==> config.mk <==
export PLATFORM = sky130hd
export DESIGN_NAME = gpio_evt_top
export DESIGN_NICKNAME = d
export VERILOG_FILES = /design/src/rtl/gpio_evt_pkg.sv /design/src/rtl/gpio_evt_sync.sv /design/src/rtl/gpio_evt_edge.sv /design/src/rtl/gpio_evt_top.sv
export SDC_FILE = /design/constraint.sdc
export NUM_CORES = 1
export LEC_CHECK = 0
export CAP_MARGIN = 10
export CORE_ASPECT_RATIO = 0.9
export CORE_MARGIN = 3
export CORE_UTILIZATION = 50
export CTS_CLUSTER_SIZE = 24
export DETAILED_ROUTE_END_ITERATION = 8
export DONT_BUFFER_PORTS = 1
export PLACE_DENSITY = 0.75
export SYNTH_ARGS = -nofsm -noshare
export SYNTH_HDL_FRONTEND = slang
export SYNTH_HIERARCHICAL = 1
export SYNTH_SLANG_ARGS = --single-unit
export TNS_END_PERCENT = 50
==> constraint.sdc <==
create_clock -name clk -period 3.45 [get_ports clk]
set_input_delay 0.1725 -clock clk [delete_from_list [all_inputs] [get_ports clk]]
set_output_delay 0.1725 -clock clk [all_outputs]
set_load 0.02 [all_outputs]
==> src/rtl/gpio_evt_pkg.sv <==
package gpio_evt_pkg;
    localparam int NPIN  = 16;
    localparam int DW    = 16;
    localparam int AW    = 3;
    localparam int PIN_W = $clog2(NPIN);

    // register word addresses
    localparam logic [AW-1:0] A_DIR  = 3'd0;
    localparam logic [AW-1:0] A_OUT  = 3'd1;
    localparam logic [AW-1:0] A_IN   = 3'd2;
    localparam logic [AW-1:0] A_CTRL = 3'd3;
    localparam logic [AW-1:0] A_EVT  = 3'd4;
    localparam logic [AW-1:0] A_STAT = 3'd5;
    localparam logic [AW-1:0] A_MASK = 3'd6;

    localparam int CLKEN_BIT = 5;
    localparam int EV_EN_BIT = 0;
    localparam int EV_PIN_LO = 1;
    localparam int EV_RISE_BIT = EV_PIN_LO + PIN_W;

    // status / mask bit positions
    localparam int SRC_KPD  = 0;
    localparam int SRC_GPIO = 1;

    typedef struct packed {
        logic [NPIN-1:0]  dir;
        logic [NPIN-1:0]  dout;
        logic             clken;
        logic             ev_en;
        logic [PIN_W-1:0] ev_pin;
        logic             ev_rise;
        logic [1:0]       stat;
        logic [1:0]       mask;
    } regs_t;
endpackage

==> src/rtl/gpio_evt_sync.sv <==
module gpio_evt_sync #(
    parameter int W      = 16,
    parameter int STAGES = 2
) (
    input  logic         clk,
    input  logic         rst_n,
    input  logic         adv,
    input  logic [W-1:0] din,
    output logic [W-1:0] dout
);
    logic [W-1:0] st_q [STAGES];

    always_ff @(posedge clk or negedge rst_n) begin
        if (!rst_n) begin
            for (int i = 0; i < STAGES; i++) st_q[i] <= '0;
        end else if (adv) begin
            st_q[0] <= din;
            for (int i = 1; i < STAGES; i++) st_q[i] <= st_q[i-1];
        end
    end

    assign dout = st_q[STAGES-1];
endmodule

==> src/rtl/gpio_evt_edge.sv <==
module gpio_evt_edge #(
    parameter int W  = 16,
    parameter int SW = $clog2(W)
) (
    input  logic          clk,
    input  logic          rst_n,
    input  logic          adv,
    input  logic [W-1:0]  cur,
    input  logic          en,
    input  logic [SW-1:0] pin,
    input  logic          rise,
    output logic          hit
);
    logic [W-1:0] prev_q;
    logic         c_bit, p_bit;

    always_ff @(posedge clk or negedge rst_n) begin
        if (!rst_n)   prev_q <= '0;
        else if (adv) prev_q <= cur;
    end

    always_comb begin
        c_bit = cur[pin];
        p_bit = prev_q[pin];
        hit   = adv && en && (rise ? (c_bit && !p_bit) : (!c_bit && p_bit));
    end
endmodule

==> src/rtl/gpio_evt_top.sv <==
module gpio_evt_top
    import gpio_evt_pkg::*;
#(
    parameter int SYNC_STAGES = 2
) (
    input  logic          clk,
    input  logic          rst_n,
    input  logic          bus_sel,
    input  logic          bus_wr,
    input  logic [AW-1:0] bus_addr,
    input  logic [DW-1:0] bus_wdata,
    output logic [DW-1:0] bus_rdata,
    input  logic [NPIN-1:0] pad_in,
    output logic [NPIN-1:0] pad_out,
    output logic [NPIN-1:0] pad_oe,
    input  logic          kpd_evt_i,
    output logic          irq_o
);
    regs_t r_q, r_d;
    logic [NPIN-1:0] in_sync;
    logic            evt_hit;
    logic            wr_en, rd_stat;

    gpio_evt_sync #(.W(NPIN), .STAGES(SYNC_STAGES)) u_sync (
        .clk  (clk),
        .rst_n(rst_n),
        .adv  (r_q.clken),
        .din  (pad_in),
        .dout (in_sync)
    );

    gpio_evt_edge #(.W(NPIN), .SW(PIN_W)) u_edge (
        .clk  (clk),
        .rst_n(rst_n),
        .adv  (r_q.clken),
        .cur  (in_sync),
        .en   (r_q.ev_en),
        .pin  (r_q.ev_pin),
        .rise (r_q.ev_rise),
        .hit  (evt_hit)
    );

    always_comb begin
        r_d     = r_q;
        wr_en   = bus_sel && bus_wr;
        rd_stat = bus_sel && !bus_wr && (bus_addr == A_STAT);

        if (wr_en) begin
            case (bus_addr)
                A_DIR:  r_d.dir  = bus_wdata;
                A_OUT:  r_d.dout = bus_wdata;
                A_CTRL: r_d.clken = bus_wdata[CLKEN_BIT];
                A_EVT: begin
                    r_d.ev_en   = bus_wdata[EV_EN_BIT];
                    r_d.ev_pin  = bus_wdata[EV_PIN_LO +: PIN_W];
                    r_d.ev_rise = bus_wdata[EV_RISE_BIT];
                end
                A_STAT: if (bus_wdata[SRC_KPD]) r_d.stat[SRC_KPD] = 1'b0;
                A_MASK: r_d.mask = bus_wdata[1:0];
                default: ;
            endcase
        end

        // clear before set: a coincident event wins
        if (rd_stat)   r_d.stat[SRC_GPIO] = 1'b0;
        if (kpd_evt_i) r_d.stat[SRC_KPD]  = 1'b1;
        if (evt_hit)   r_d.stat[SRC_GPIO] = 1'b1;

        bus_rdata = '0;
        case (bus_addr)
            A_DIR:  bus_rdata = r_q.dir;
            A_OUT:  bus_rdata = r_q.dout;
            A_IN:   bus_rdata = in_sync;
            A_CTRL: bus_rdata[CLKEN_BIT] = r_q.clken;
            A_EVT: begin
                bus_rdata[EV_EN_BIT]            = r_q.ev_en;
                bus_rdata[EV_PIN_LO +: PIN_W]   = r_q.ev_pin;
                bus_rdata[EV_RISE_BIT]          = r_q.ev_rise;
            end
            A_STAT: bus_rdata[1:0] = r_q.stat;
            A_MASK: bus_rdata[1:0] = r_q.mask;
            default: ;
        endcase
    end

    always_ff @(posedge clk or negedge rst_n) begin
        if (!rst_n) begin
            r_q        <= '0;
            r_q.dir    <= '1;
            r_q.mask   <= 2'b11;
        end else begin
            r_q <= r_d;
        end
    end

    assign pad_out = r_q.dout;
    assign pad_oe  = ~r_q.dir;
    assign irq_o   = |(r_q.stat & ~r_q.mask);
endmodule

## Word-level counts from Yosys, hierarchy flattened

Cells that the tools add are included.

| storage, ports and cells | value |
|---|---|
| bits in registers | 91 |
| input bits | 40 |
| output and inout port bits | 49 |
| word-level logic and storage cells | 60 |

| cells by class | value |
|---|---|
| $lt $le $gt $ge | 1 |
| equality and inequality tests | 6 |
| mux-type cells | 16 |
| bitwise logic cells | 3 |
| reduce and logical (&&, ||, !) cells | 22 |

Operators with widths:

| kind | number |
|---|---|
| case mux 10 bit (3 select lines) | 1 |
| NOT 16 bit | 1 |
| case mux 2 bit (6 select lines) | 1 |
| case mux 3 bit (4 select lines) | 1 |
| AND reduction 2 bit | 5 |
| equality test 3 bit (second input constant) | 3 |
| binary-select mux 1 bit (select 4 bit) | 2 |
| 2-to-1 mux 1 bit | 8 |
| nonzero test 2 bit | 4 |
| logical AND 1 bit | 7 |
| equality test 3 x 2 -> 1 bit (second input constant) | 2 |
| < comparator 4 x 5 -> 1 bit (second input constant) | 1 |
| case mux 1 bit (5 select lines) | 1 |
| equality test 3 x 1 -> 1 bit (second input constant) | 1 |
| logical NOT 1 bit | 3 |
| logical NOT 3 bit | 1 |
| 2-to-1 mux 3 bit | 1 |
| AND reduction 3 bit | 1 |
| bitwise AND 2 bit | 1 |
| 2-to-1 mux 2 bit | 1 |
| NOT 2 bit | 1 |
| OR reduction 2 bit | 1 |

## Longest topological paths before layout

Gate-level depths: netlist of run 1.

| logic depth | value |
|---|---|
| word-level depth | 7 |
| depth in mapped cells | 7 |
| depth with buffers taken out | 6 |

## Modules after synthesis

The synthesis of run 1 kept the hierarchy.

Modules (own cells, without submodules):

| module | instances | cells each | area each (um2) | seq. area each (um2) |
|---|---|---|---|---|
| gpio_evt_top | 1 | 214 | 2424.8 | 1098.6 |
| gpio_evt_sync | 1 | 84 | 1465.2 | 800.8 |
| gpio_evt_edge | 1 | 58 | 900.9 | 400.4 |

## Worst setup path before layout of run 1

Ideal clock, no wire load.

| path | value |
|---|---|
| path kind | register -> register |
| from | register r_q[5] in the netlist's numbering |
| to | register r_q[3] in the netlist's numbering |
| library setup time | 0.064 ns |
| data arrival time | 1.825 ns |
| data required time | 3.386 ns |
| path slack | 1.561 ns |
| stages on the path, launching flop included | 8 |
| path buffers | 1 |
| clock period less this slack | 1.889 ns |
| cells stage by stage | dfrtp_1 buf_6 mux4_1 a22oi_2 nand2_1 or3_1 a21oi_1 a21o_1 |

| on the way | value |
|---|---|
| longest elaborated chain between the ends | 7 |
| elaborated cells between the ends (all ways) | 12 |
| classes of those cells | 6 x mux; 6 x reduce/logical |

RTL lines:

| what | RTL line | RTL |
|---|---|---|
| start: declaration | gpio_evt_top.sv:19 | `regs_t r_q, r_d;` |
| start signal: assignment | gpio_evt_top.sv:92 | `r_q <= r_d;` |
| binary-select mux 1 bit (select 4 bit) (on tied branches) | gpio_evt_edge.sv:23, gpio_evt_edge.sv:24 |  |
| 2-to-1 mux 1 bit (on tied branches) | gpio_evt_edge.sv:23, gpio_evt_edge.sv:24 |  |
| logical NOT 1 bit | gpio_evt_edge.sv:25 | `hit = adv && en && (rise ? (c_bit && !p_bit) : (!c_bit && p_bit));` |
| logical AND 1 bit | gpio_evt_edge.sv:25 |  |
| 2-to-1 mux 1 bit (*) | gpio_evt_edge.sv:25 |  |
| logical AND 1 bit (*) | gpio_evt_edge.sv:25 |  |
| net evt_hit | gpio_evt_top.sv:21 | `logic evt_hit;` |
| 2-to-1 mux 1 bit / nonzero test 2 bit (equally long branches) | - |  |

Mark *: on every way through the listed nets, which the timed path passes. The rest lies on a longest branch. The select of a mux whose other input is x is not followed.
A chain may end at the register's enable or synchronous reset.

## Worst setup path after layout of run 1

Ends and elaborated chain as after synthesis.

==> metrics.md, run 1 <==
| Metric | Value |
|---|---|
| Worst path cell trace | `mux4_1, a22oi_2, nand2_1, or3_1, a21oi_1, a21o_1` |
| TritonCTS Buffers | `9` |
| Cell area power density | `a little over 700 nW/um^2` |
| Core area | `just over 9000 sq um` |
| Die W | `109 microns` |
| DR WL/cell | `19.8 microns` |
| Clock Skews | `0.00959 ns` |
| Delay-heaviest family, CP | `multiplexers` |
| Final hold violation count | `0` |
| Ys Warns | `6` |
| Clock Path Buffers | `2` |
| FF-to-FF setup slack | `roughly 1.3 ns` |
| Routed Antenna Nets | `0` |
| Switch share | `0.332` |
| Hold_sp | `bus_wdata[0]` |
| Reg2Reg Depth | `6` |
| Leakage power | `between 2 and 2.5 nW` |
| Arr. time, crit path | `2.47 ns` |
| DRC viols | `0` |
| Hold-critical path depth | `3` |
| Starting density of the core | `0.520` |
| Dpl cell area | `about 4600 sq um` |
| Final Worst Setup Slack | `between 1 and 1.5 ns` |
| Worst-path clk slew | `about 0.090 ns` |
| Simple-gate portion of the synthesized area | `0.0635` |
| Setup violations, final | `0` |
| Cell variety after synth | `38` |
| CP Max Fanout | `10` |
| Crit end category | `flop` |
| Post-CTS setup buffers | `0` |
| CP max stage delay | `approximately 0.64 ns` |
| Critical Path RT | `about 3.8 ns` |
| Global route overflow | `0` |
| Worst Path Buf+Inv | `0` |
| Synth Area in Compound Gates | `0.0431` |
| Internal power | `2.44 mW` |
| Post-layout min period | `~2.2 ns` |
| Yosys top cell area share | `0.381` |
| Mapped cell area | `around 4800 sq um` |
| # IOs | `between 80 and 90` |
| Crit-path slowest cell | `mux4_1` |
| Area leader, netlist | `dfrtp_1` |
| Top post-synthesis cells by area | `dfrtp_1 (38%), mux2_2 (13%), dfstp_2 (9.9%)` |
| RSZ-0062 raised after global routing | `false` |
| CTS root buffer | `clkbuf_8` |
| Reg2reg start | `r_q[5]` |
| Clock Latency Late Sink | `roughly 0.36 ns` |
| Largest net degree at the start of global routing | `around 90` |
| Die area | `10800 sq um` |
| Reg power frac | `0.527` |
| Area grow syn2layout | `6.63%` |
| Multiplexer area fraction after synthesis | `0.316` |
| Final Cycle Share | `0.627` |
| Synth Area in Adders | `0` |
| Setup TNS | `0 ns` |
| Vias | `between 2k and 3k` |
| Post-Synth XOR/XNOR Area | `0` |
| Pre-antenna DRT Iters | `4` |
| Dpl hpwl | `6.36 mm` |
| TritonCTS clock tree | `yes` |
| Slew @ Worst Pin | `1.09 ns` |
| Slew HR | `0.270` |
| Worst hold path type | `input pin to flop` |
| Global-route usage over all layers | `0.181` |
| First-pass GRT wire length | `about 15 mm` |
| Sequential share of the synthesized area | `0.480` |
| Design area | `around 5100 sq um` |
| Max H-tree Level | `3` |
| TritonCTS Sinks | `roughly 90` |
| ANT cells | `0` |
| Crit path depth | `6` |
| Total Wirelength | `roughly 9.5 mm` |
| Largest family of logic cells by synthesized area | `multiplexers` |
| Vias in the first global route | `~2.8k` |
| Vias per cell | `about 5.6` |
| Worst Hold End | `r_q[2]` |
| Setup crit start kind | `flop` |
| Cts repair resizes | `0` |
| Place WS | `about 1.3 ns` |
| R2R Path End | `r_q[3]` |
| Fmax | `about 460 MHz` |
| Maxcap violations | `0` |
| VDD IR max | `311 uV` |
| Logic pwr share | `0.286` |
| Final nets | `391` |
| NetSw | `roughly 1.2 mW` |
| Share of post-route cells with drive strength above 1 | `0.388` |
| Register bit count reported by yosys | `91` |
| DR iter-0 viols | `about 160` |
| Die H | `a little under 100 microns` |
| Post-Syn Instances | `approximately 360` |
| Port buffer count | `0` |
| Post-synth net total | `396` |
| Std cell rows | `33` |
| Syn avg cell area | `13.5 sq um` |
| Gpl congestion | `roughly 0.79` |
| Max-slew violations | `0` |
| Antenna violations before repair | `0` |
| Setup CP Type | `flop to flop` |
| Run status | `complete, no violations` |
| Clock share of power | `0.187` |
cell families after synthesis:
family / Yosys count
AO/OA/AOI/OAI: 31
buffers and inverters: 70
multiplexers: 115
AND/OR/NAND/NOR: 49
flip-flops: 91
registers in the layout (all words and copies together) (netlist names):
signal / flops
r_q: 27
pad_out: 16
u_edge/prev_q: 16
u_sync/dout: 16
u_sync/st_q: 16
worst max-delay path by stage:
| stage | from | slack [ns] | endpoint |
|---|---|---|---|
| 2_1_floorplan | r_q[5] | 1.56 | r_q[3] |
| 3_3_place_gp | r_q[5] | 1.39 | r_q[3] |
| 3_5_place_dp | r_q[5] | 1.31 | r_q[3] |
| 4_1_cts | r_q[5] | 1.30 | r_q[3] |
| 5_1_grt | r_q[5] | 1.15 | r_q[3] |
| 6_report | r_q[5] | 1.29 | r_q[3] |
routing by layer:
metal | share of wire | track usage | wire length (microns) | vias to the layer above
li1 | - | - | - | 1226
met1 | 0.47 | 0.256 | 4460 | 1388
met2 | 0.47 | 0.281 | 4420 | 68
met3 | 0.053 | 0.0537 | 505 | 8
met4 | 0.0081 | 0.0355 | 77 | 0
met5 | 0 | 0 | 0 | -
cells in the mapped netlist, drive strengths merged:
cell type,count
nor2b,5
dfrtp,73
or3,1
o22ai,2
buf,44
clkbuf,8
nand3b,3
nor3b,3
nand3,2
nand4,1
o21ai,3
mux2,96
nor2,4
a22o,2
nand4b,1
a21oi,12
mux4,8
nand2b,1
nor3,1
o32ai,1
or2,10
nand2,15
nor4,1
a32oi,4
and2,1
inv,18
a22oi,6
mux2i,11
dfstp,18
a21o,1
area by class of cell:
| class | count | area [sq um] |
|---|---|---|
| Inverter | 18 | 67.6 |
| Clock inverter | 5 | 36.3 |
| Sequential cell | 91 | 2300 |
| Timing Repair Buffer | 36 | 375 |
| Multi-Input combinational cell | 195 | 2020 |
| Fill cell | 761 | 4100 |
| Tap cell | 122 | 153 |
| Clock buffer | 11 | 151 |
per-stage QoR:
stage,power (mW),util,hold slack [ns],instances
floorplan,2.93,-,-0.123,356
global placement,2.89,0.494,-0.119,427
detailed placement,2.94,0.494,-0.118,427
CTS,3.69,0.555,0.000438,478
global route,3.87,0.555,0.0163,478
finish,3.66,0.555,0.0162,478
tightest hold or removal path, cell delays in order:
cell and delay, ns:
nand3b_1 0.05, o21ai_0 0.06, nand2b_1 0.06
power by group through the flow:
stage	registers [mW]	clock network, mW	logic [mW]
6_report	1.93	0.684	1.05
5_1_grt	1.98	0.752	1.13
4_1_cts	1.93	0.709	1.05
3_5_place_dp	1.95	0	0.990
3_3_place_gp	1.93	0	0.958
2_1_floorplan	1.65	0	1.28
cell usage in the layout (no fill, tap or decap), types with 8 or more instances in the layout:
cell,Yosys,final
mux2_1,10,10
inv_1,18,18
dlygate4sd3_1,0,34
dfrtp_1,73,72
mux2_4,30,30
dfstp_2,18,18
or2_2,10,10
nand2_1,15,15
a21oi_1,12,12
mux4_1,8,8
clkbuf_8,0,11
mux2_2,56,56
mux2i_1,11,11
repair_timing:
action,CTS,global route
hold buffers,35,0
hold endpoints to repair,149,0
endpoints found under the setup margin,0,0
No activity file was read; power rests on OpenSTA's default activity.
==> run 2, diff against run 1 <==
Clock period 3.45 ns to 2.2 ns, I/O delays scaled along.
==> run 2 against run 1 <==
Effect of this change: the flow now finishes with violations (negative hold slack); core utilization grew 1.2 points; critical path depth did not move; die area unchanged; design area increased by 2.2%; flip-flop and latch count unchanged; register-to-register slack lost 1.1 ns; largest power group unchanged.
==> metrics.md, run 2 (same netlist as run 1, synthesis figures left out) <==
| Metric | Value |
|---|---|
| Largest net degree at the start of global routing | `92 (unchanged)` |
| Max-slew violations | `0 (unchanged)` |
| RSZ-0062 raised after global routing | `false` |
| Gpl congestion | `0.782 (-1.3%)` |
| Storage cell area | `2300 sq um (about the same)` |
| Starting density of the core | `0.520 (unchanged)` |
| Setup violations, final | `0 (unchanged)` |
| Clock Latency Late Sink | `0.35 ns (about the same)` |
| Crit end category | `flop` |
| Max reg flops | `27 (unchanged)` |
| Global-route usage over all layers | `0.182 (about the same)` |
| Vias per cell | `5.67 (+0.80%)` |
| Biggest register | `r_q` |
| Most common cell after layout, fill and taps aside | `dfrtp_1` |
| TritonCTS Buffers | `9 (unchanged)` |
| Pre-antenna DRT Iters | `4 (unchanged)` |
| Vias in the first global route | `2864 (+1.2%)` |
| Vias | `2791 (+3.8%)` |
| Die H | `98.9 microns (unchanged)` |
| Setup TNS | `0 ns (unchanged)` |
| Clock Path Buffers | `2 (unchanged)` |
| Dpl hpwl | `6.39 mm (+0.44%)` |
| Die W | `109 microns (unchanged)` |
| CP Max Fanout | `9 (-1)` |
| TritonCTS Sinks | `91 (unchanged)` |
| CTS root buffer | `clkbuf_8` |
| TritonCTS clock tree | `yes` |
| Most frequent cells in the layout | `dfrtp_1 (71), mux2_2 (56), dlygate4sd3_1 (39), mux2_4 (30)` |
| ANT cells | `0 (unchanged)` |
| Area grow syn2layout | `9.01%` |
| Fill cell count | `714 (-6.2%)` |
| Critical Path Source | `r_q[5]` |
| # IOs | `89 (unchanged)` |
| Setup CP Type | `flop to flop` |
| First-pass GRT wire length | `15.3 mm (+1.8%)` |
| Max H-tree Level | `3 (unchanged)` |
| Slew @ Worst Pin | `0.550 ns (-0.537 ns)` |
| VDD IR max | `383 uV (+23%)` |
| Total Wirelength | `9.42 mm (-0.49%)` |
| Arr. time, crit path | `2.30 ns (-0.17 ns)` |
| Port buffer count | `0 (unchanged)` |
| Worst hold path type | `input pin to async pin` |
| Std cell rows | `33 (unchanged)` |
| Worst-path clk slew | `0.09 ns (about the same)` |
| Failing checks | `negative hold slack` |
| Fmax | `500 MHz (+8.1%)` |
| Global route overflow | `0 (unchanged)` |
| Antenna violations before repair | `0 (unchanged)` |
| Setup crit start kind | `flop` |
| Cell area power density | `1100 nW/um^2 (+54%)` |
| Reg2reg start | `r_q[5]` |
| Hold slack | `-0.557 ns (-0.573 ns)` |
| Multi-input logic area | `2020 sq um (unchanged)` |
| Final nets | `405 (+3.6%)` |
| Clock Skews | `0.00583 ns (-0.00377 ns)` |
| Slew HR | `0.632 (+0.361)` |
| Die area | `10800 sq um (unchanged)` |
| Maxcap violations | `0 (unchanged)` |
| Share of post-route cells with drive strength above 1 | `0.397 (+0.00966)` |
| DR WL/cell | `19.1 microns (-3.3%)` |
| Final hold violation count | `91 (+91)` |
| Run status | `complete, but fails checks` |
| Post-layout min period | `2.00 ns (-0.162 ns)` |
| DRC viols | `0 (unchanged)` |
| DR iter-0 viols | `198 (+23%)` |
| Tot Pwr | `5.76 mW (+58%)` |
| Routed Antenna Nets | `0 (unchanged)` |
| Final Cycle Share | `0.909 (+0.283)` |
| Critical Path RT | `2.50 ns (-1.26 ns)` |
| Post-CTS Hold Buffers | `39 (+11%)` |
| Leakage power | `2.26 nW (+3.0%)` |
| Core area | `9210 sq um (unchanged)` |
## run 2: layout make-up
class	instances	share of cell area
inverters	18	0.0129
repair buffers	50	0.0930
clock buffers	13	0.0323
well taps	122	0.0292
clock inverters	3	0.00407
flip-flops and latches	91	0.441
multi-input cells	195	0.388
## run 2: per-layer routing
| metal | GRT usage | up-vias | part of all wire |
|---|---|---|---|
| met5 | 0 | - | 0 |
| met4 | 0.0604 | 0 | 0.014 |
| li1 | - | 1265 | - |
| met1 | 0.272 | 1413 | 0.48 |
| met2 | 0.264 | 104 | 0.44 |
| met3 | 0.0373 | 9 | 0.064 |
## run 2: worst paths after layout
kind / endpoint / slack [ns] / cells after the start
worst max-delay path: r_q[3] / 0.20 / 6
worst min-delay path: u_sync/st_q[31] / -0.56 / 0
worst max register to register: r_q[3] / 0.20 / 6
worst min register to register: u_edge/prev_q[9] / 0.51 / 1
max in group asynchronous: r_q[30] / 2.54 / 0
min in group clk: r_q[0] / 0.04 / 2
## run 2: what timing repair did
| item | in CTS | in global routing |
|---|---|---|
| hold endpoints to repair | 150 | 91 |
| gates resized for setup | 0 | 1 |
| buffers inserted | 0 | 0 |
| endpoints found under the setup margin | 0 | 1 |
## run 2: per-stage QoR
stage | utilization | cells | area (sq um) | setup WS, ns
global route | 0.567 | 492 | 5220 | 0.0803
floorplan | - | 356 | 4790 | 0.311
detailed placement | 0.504 | 437 | 4640 | 0.107
finish | 0.567 | 492 | 5220 | 0.200
CTS | 0.567 | 492 | 5220 | 0.0783
global placement | 0.504 | 437 | 4640 | 0.171
## run 2: power by group
part	total [mW]	internal [mW]	switching, mW
clock network	1.07	0.504	0.567
registers	2.93	2.32	0.607
logic	1.76	1.11	0.654
total	5.76	3.93	1.83
## run 2: worst max-delay path: stages, from the launching register on
cell     delay [ns]
dfrtp_2        0.49
mux4_1         0.57
a22oi_1        0.18
nand2_1        0.09
or3_1          0.34
a21oi_1        0.17
a21o_1         0.10
==> run 3, diff against run 2 <==
Settings changed: ABC_AREA set to 1.
==> run 3 against run 2 <==
Effect of this change: the flow now finishes without violations; hold slack better by 0.59 ns; first-iteration DRC count rose by 49%; sequential share of layout area about the same; via count grew 38%; fmax grew 18%; design area barely moved; combinational power is 13% lower; register-to-register slack better by 0.33 ns; wire length is 16% higher; global-route usage up 2.0 points; critical path type is now input pin to flop; critical endpoint is now r_q[10].
==> metrics.md, run 3 <==
| Metric | Value |
|---|---|
| TritonCTS Buffers | `9 (unchanged)` |
| DR WL/cell | `14.7 microns (-23%)` |
| Starting density of the core | `0.530 (+0.00932)` |
| FFs w/ async S/R, synth | `1.00 (unchanged)` |
| Pre-antenna DRT Iters | `5 (+1)` |
| TritonCTS Sinks | `91 (unchanged)` |
| Crit end category | `flop` |
| Worst path cell trace | `dlygate4sd3_1, nand3_1, dlygate4sd3_1, nand2_1, dlygate4sd3_1` |
| Hold_sp | `bus_addr[1]` |
| Max reg flops | `27 (unchanged)` |
| Area grow syn2layout | `4.67%` |
| Clock Path Buffers | `2 (unchanged)` |
| CTS root buffer | `clkbuf_8` |
| Antenna violations before repair | `0 (unchanged)` |
| Core area | `9410 sq um (+2.2%)` |
| Fmax | `588 MHz (+18%)` |
| Largest net degree at the start of global routing | `92 (unchanged)` |
| Maxcap violations | `0 (unchanged)` |
| Post-Syn Instances | `624 (+75%)` |
| Final hold violation count | `0 (-100%)` |
| Area leader, netlist | `dfrtp_1` |
| Most frequent cells in the layout | `nand2_1 (230), inv_1 (78), dfrtp_1 (72), nand3_1 (50), dlygate4sd3_1 (38)` |
| Mapped cell area | `4990 sq um (+4.1%)` |
| Yosys top cell area share | `0.366 (-0.0149)` |
| Final nets | `656 (+62%)` |
| Dpl hpwl | `7.43 mm (+16%)` |
| Total Wirelength | `10.9 mm (+16%)` |
| Synth Area in Adders | `0 (unchanged)` |
| Setup violations, final | `0 (unchanged)` |
| Tot Pwr | `5.42 mW (-5.9%)` |
| Vias | `3857 (+38%)` |
| Die H | `101 microns (+1.9%)` |
| Largest family of logic cells by synthesized area | `simple AND/OR/NAND/NOR gates` |
| Slew HR | `0.618 (-0.0131)` |
| Die area | `11200 sq um (+3.8%)` |
| Hold-critical path depth | `4` |
| Worst hold path type | `input pin to flop` |
| Dpl cell area | `4640 sq um (about the same)` |
| Worst path most repeated cell | `dlygate4sd3_1` |
| Setup CP Type | `input pin to flop` |
| Place WS | `0.565 ns (+0.457 ns)` |
| DR iter-0 viols | `296 (+49%)` |
| Biggest register | `r_q` |
| Cell area power density | `1040 nW/um^2 (-5.8%)` |
| Synth cell count leaders | `nand2_1 (230), inv_1 (78), dfrtp_1 (73)` |
| Synth Area in Compound Gates | `0.0941 (+0.0510)` |
| Simple-gate portion of the synthesized area | `0.271 (+0.207)` |
| ANT cells | `0 (unchanged)` |
| Max-slew violations | `0 (unchanged)` |
| Finished Core Util | `0.554 (-0.0128)` |
| Slew @ Worst Pin | `0.571 ns (+0.0208 ns)` |
| Post-Synth XOR/XNOR Area | `0 (unchanged)` |
| Leakage power | `2.61 nW (+15%)` |
| Arr. time, crit path | `1.95 ns (-0.35 ns)` |
| Design area | `5220 sq um (about the same)` |
| Routed Antenna Nets | `0 (unchanged)` |
| Most common cell after layout, fill and taps aside | `nand2_1` |
| Setup TNS | `0 ns (unchanged)` |
| First-pass GRT wire length | `18.5 mm (+21%)` |
| Final Worst Setup Slack | `0.499 ns (+0.299 ns)` |
| Reg2reg start | `r_q[5]` |
| Critical Path Source | `bus_wdata[5]` |
| Ys Warns | `6 (unchanged)` |
| Cell variety after synth | `29 (-24%)` |
| Post-layout min period | `1.70 ns (-0.299 ns)` |
| Post-synth net total | `664 (+68%)` |
| RSZ-0062 raised after global routing | `false` |
| Gpl congestion | `0.878 (+12%)` |
| Port buffer count | `0 (unchanged)` |
| Predominant post-synthesis flop cell | `dfrtp_1` |
| Syn avg cell area | `7.99 sq um (-41%)` |
| Vias in the first global route | `3796 (+33%)` |
| Crit-path slowest cell | `dlygate4sd3_1` |
| Critical Path RT | `2.44 ns (-0.06 ns)` |
| Sequential share of the synthesized area | `0.461 (-0.0188)` |
| Clock Skews | `0.0117 ns (+0.00587 ns)` |
| Die W | `111 microns (+1.9%)` |
| VDD IR max | `538 uV (+40%)` |
| CP max stage delay | `0.58 ns (about the same)` |
| Global route overflow | `0 (unchanged)` |
| Multiplexer area fraction after synthesis | `0 (-0.316)` |
| Clock Latency Late Sink | `0.35 ns (about the same)` |
| Std cell rows | `33 (unchanged)` |
| DRC viols | `0 (unchanged)` |
| Reg2Reg Depth | `14 (+8)` |
| Number of synthesized flops with an enable pin | `0 (unchanged)` |
| Run status | `complete, no violations` |
| Worst-path clk slew | `0.09 ns (about the same)` |
| Vias per cell | `5.19 (-8.5%)` |
| Setup crit start kind | `input pin` |
| Global-route usage over all layers | `0.202 (+0.0203)` |
| Register bit count reported by yosys | `91 (unchanged)` |
| CP Max Fanout | `2 (-7)` |
| # IOs | `89 (unchanged)` |
| Max H-tree Level | `3 (unchanged)` |
| Top post-synthesis cells by area | `dfrtp_1 (37%), nand2_1 (17%), dfstp_2 (9.5%)` |
| Fill cell count | `850 (+19%)` |
| Most common cell in the netlist | `nand2_1` |
| Final Cycle Share | `0.773 (-0.136)` |
| Share of post-route cells with drive strength above 1 | `0.155 (-0.243)` |
| TritonCTS clock tree | `yes` |
## run 3: cell count changes in the layout (fill, tap and decap cells not counted), sizes merged, moves of 5 or more
cell   previous run  this run
a21oi            12         4
a22oi             6         0
buf              11         5
inv              18        88
mux2             96         0
mux2i            11         0
mux4              8         0
nand2            15       243
nand3             2        52
nand4             1         7
nor2              4        13
nor2b             5         0
o21ai             3        58
or2              10         0
## run 3: final cells by class
type / count / area (sq um) / share of cell area
sequential: 91 / 2300 / 0.441
inverter: 87 / 337 / 0.0645
clock inverter: 5 / 41.3 / 0.00791
tap: 122 / 153 / 0.0292
multi-input combinational: 384 / 1820 / 0.348
timing repair buffer: 43 / 438 / 0.0839
clock buffer: 11 / 131 / 0.0252
## run 3: what timing repair did
action | 4_1_cts | 5_1_grt
hold buffers | 37 | 2
buffers inserted | 0 | 0
resized for setup | 0 | 0
endpoints found under the hold margin | 148 | 91
## run 3: metrics by stage
| step | std cells | hold WS [ns] |
|---|---|---|
| after detailed placement | 688 | -0.179 |
| after floorplan | 624 | -0.186 |
| after global routing | 743 | 0.0367 |
| after global placement | 688 | -0.179 |
| final | 743 | 0.0345 |
| after CTS | 741 | -0.579 |
## run 3: layer usage
metal	GRT usage	up-vias	wire length, microns
met3	0.0552	31	747
met2	0.346	157	5360
met5	0	-	0
met4	0.0720	0	248
li1	-	1865	-
met1	0.247	1804	4540
## run 3: path summary, 6_finish.rpt
kind	slack [ns]	to
hold reg to reg	0.48	u_sync/st_q[21]
hold / removal	0.03	r_q[1]
setup reg to reg	0.53	r_q[3]
max in group asynchronous	1.48	r_q[40]
min in group asynchronous	0.34	u_sync/st_q[27]
setup / recovery	0.50	r_q[10]
## run 3: kinds of logic after synthesis
family,Yosys count
buffers and inverters,149
AND/OR/NAND/NOR,317
AO/OA/AOI/OAI,67
flip-flops,91
## run 3: report_power, final
group          leakage [nW]  total, mW  switching [mW]  internal (mW)
Clock                0.0854       1.02           0.596          0.422
Combinational          1.42       1.53           0.992          0.541
Sequential             1.10       2.87           0.599           2.27
## run 3: worst max-delay path: cells and delay by family
kind / cells / cell delay [ns]
buffers and inverters: 3 / 1.69
AND/OR/NAND/NOR: 2 / 0.15
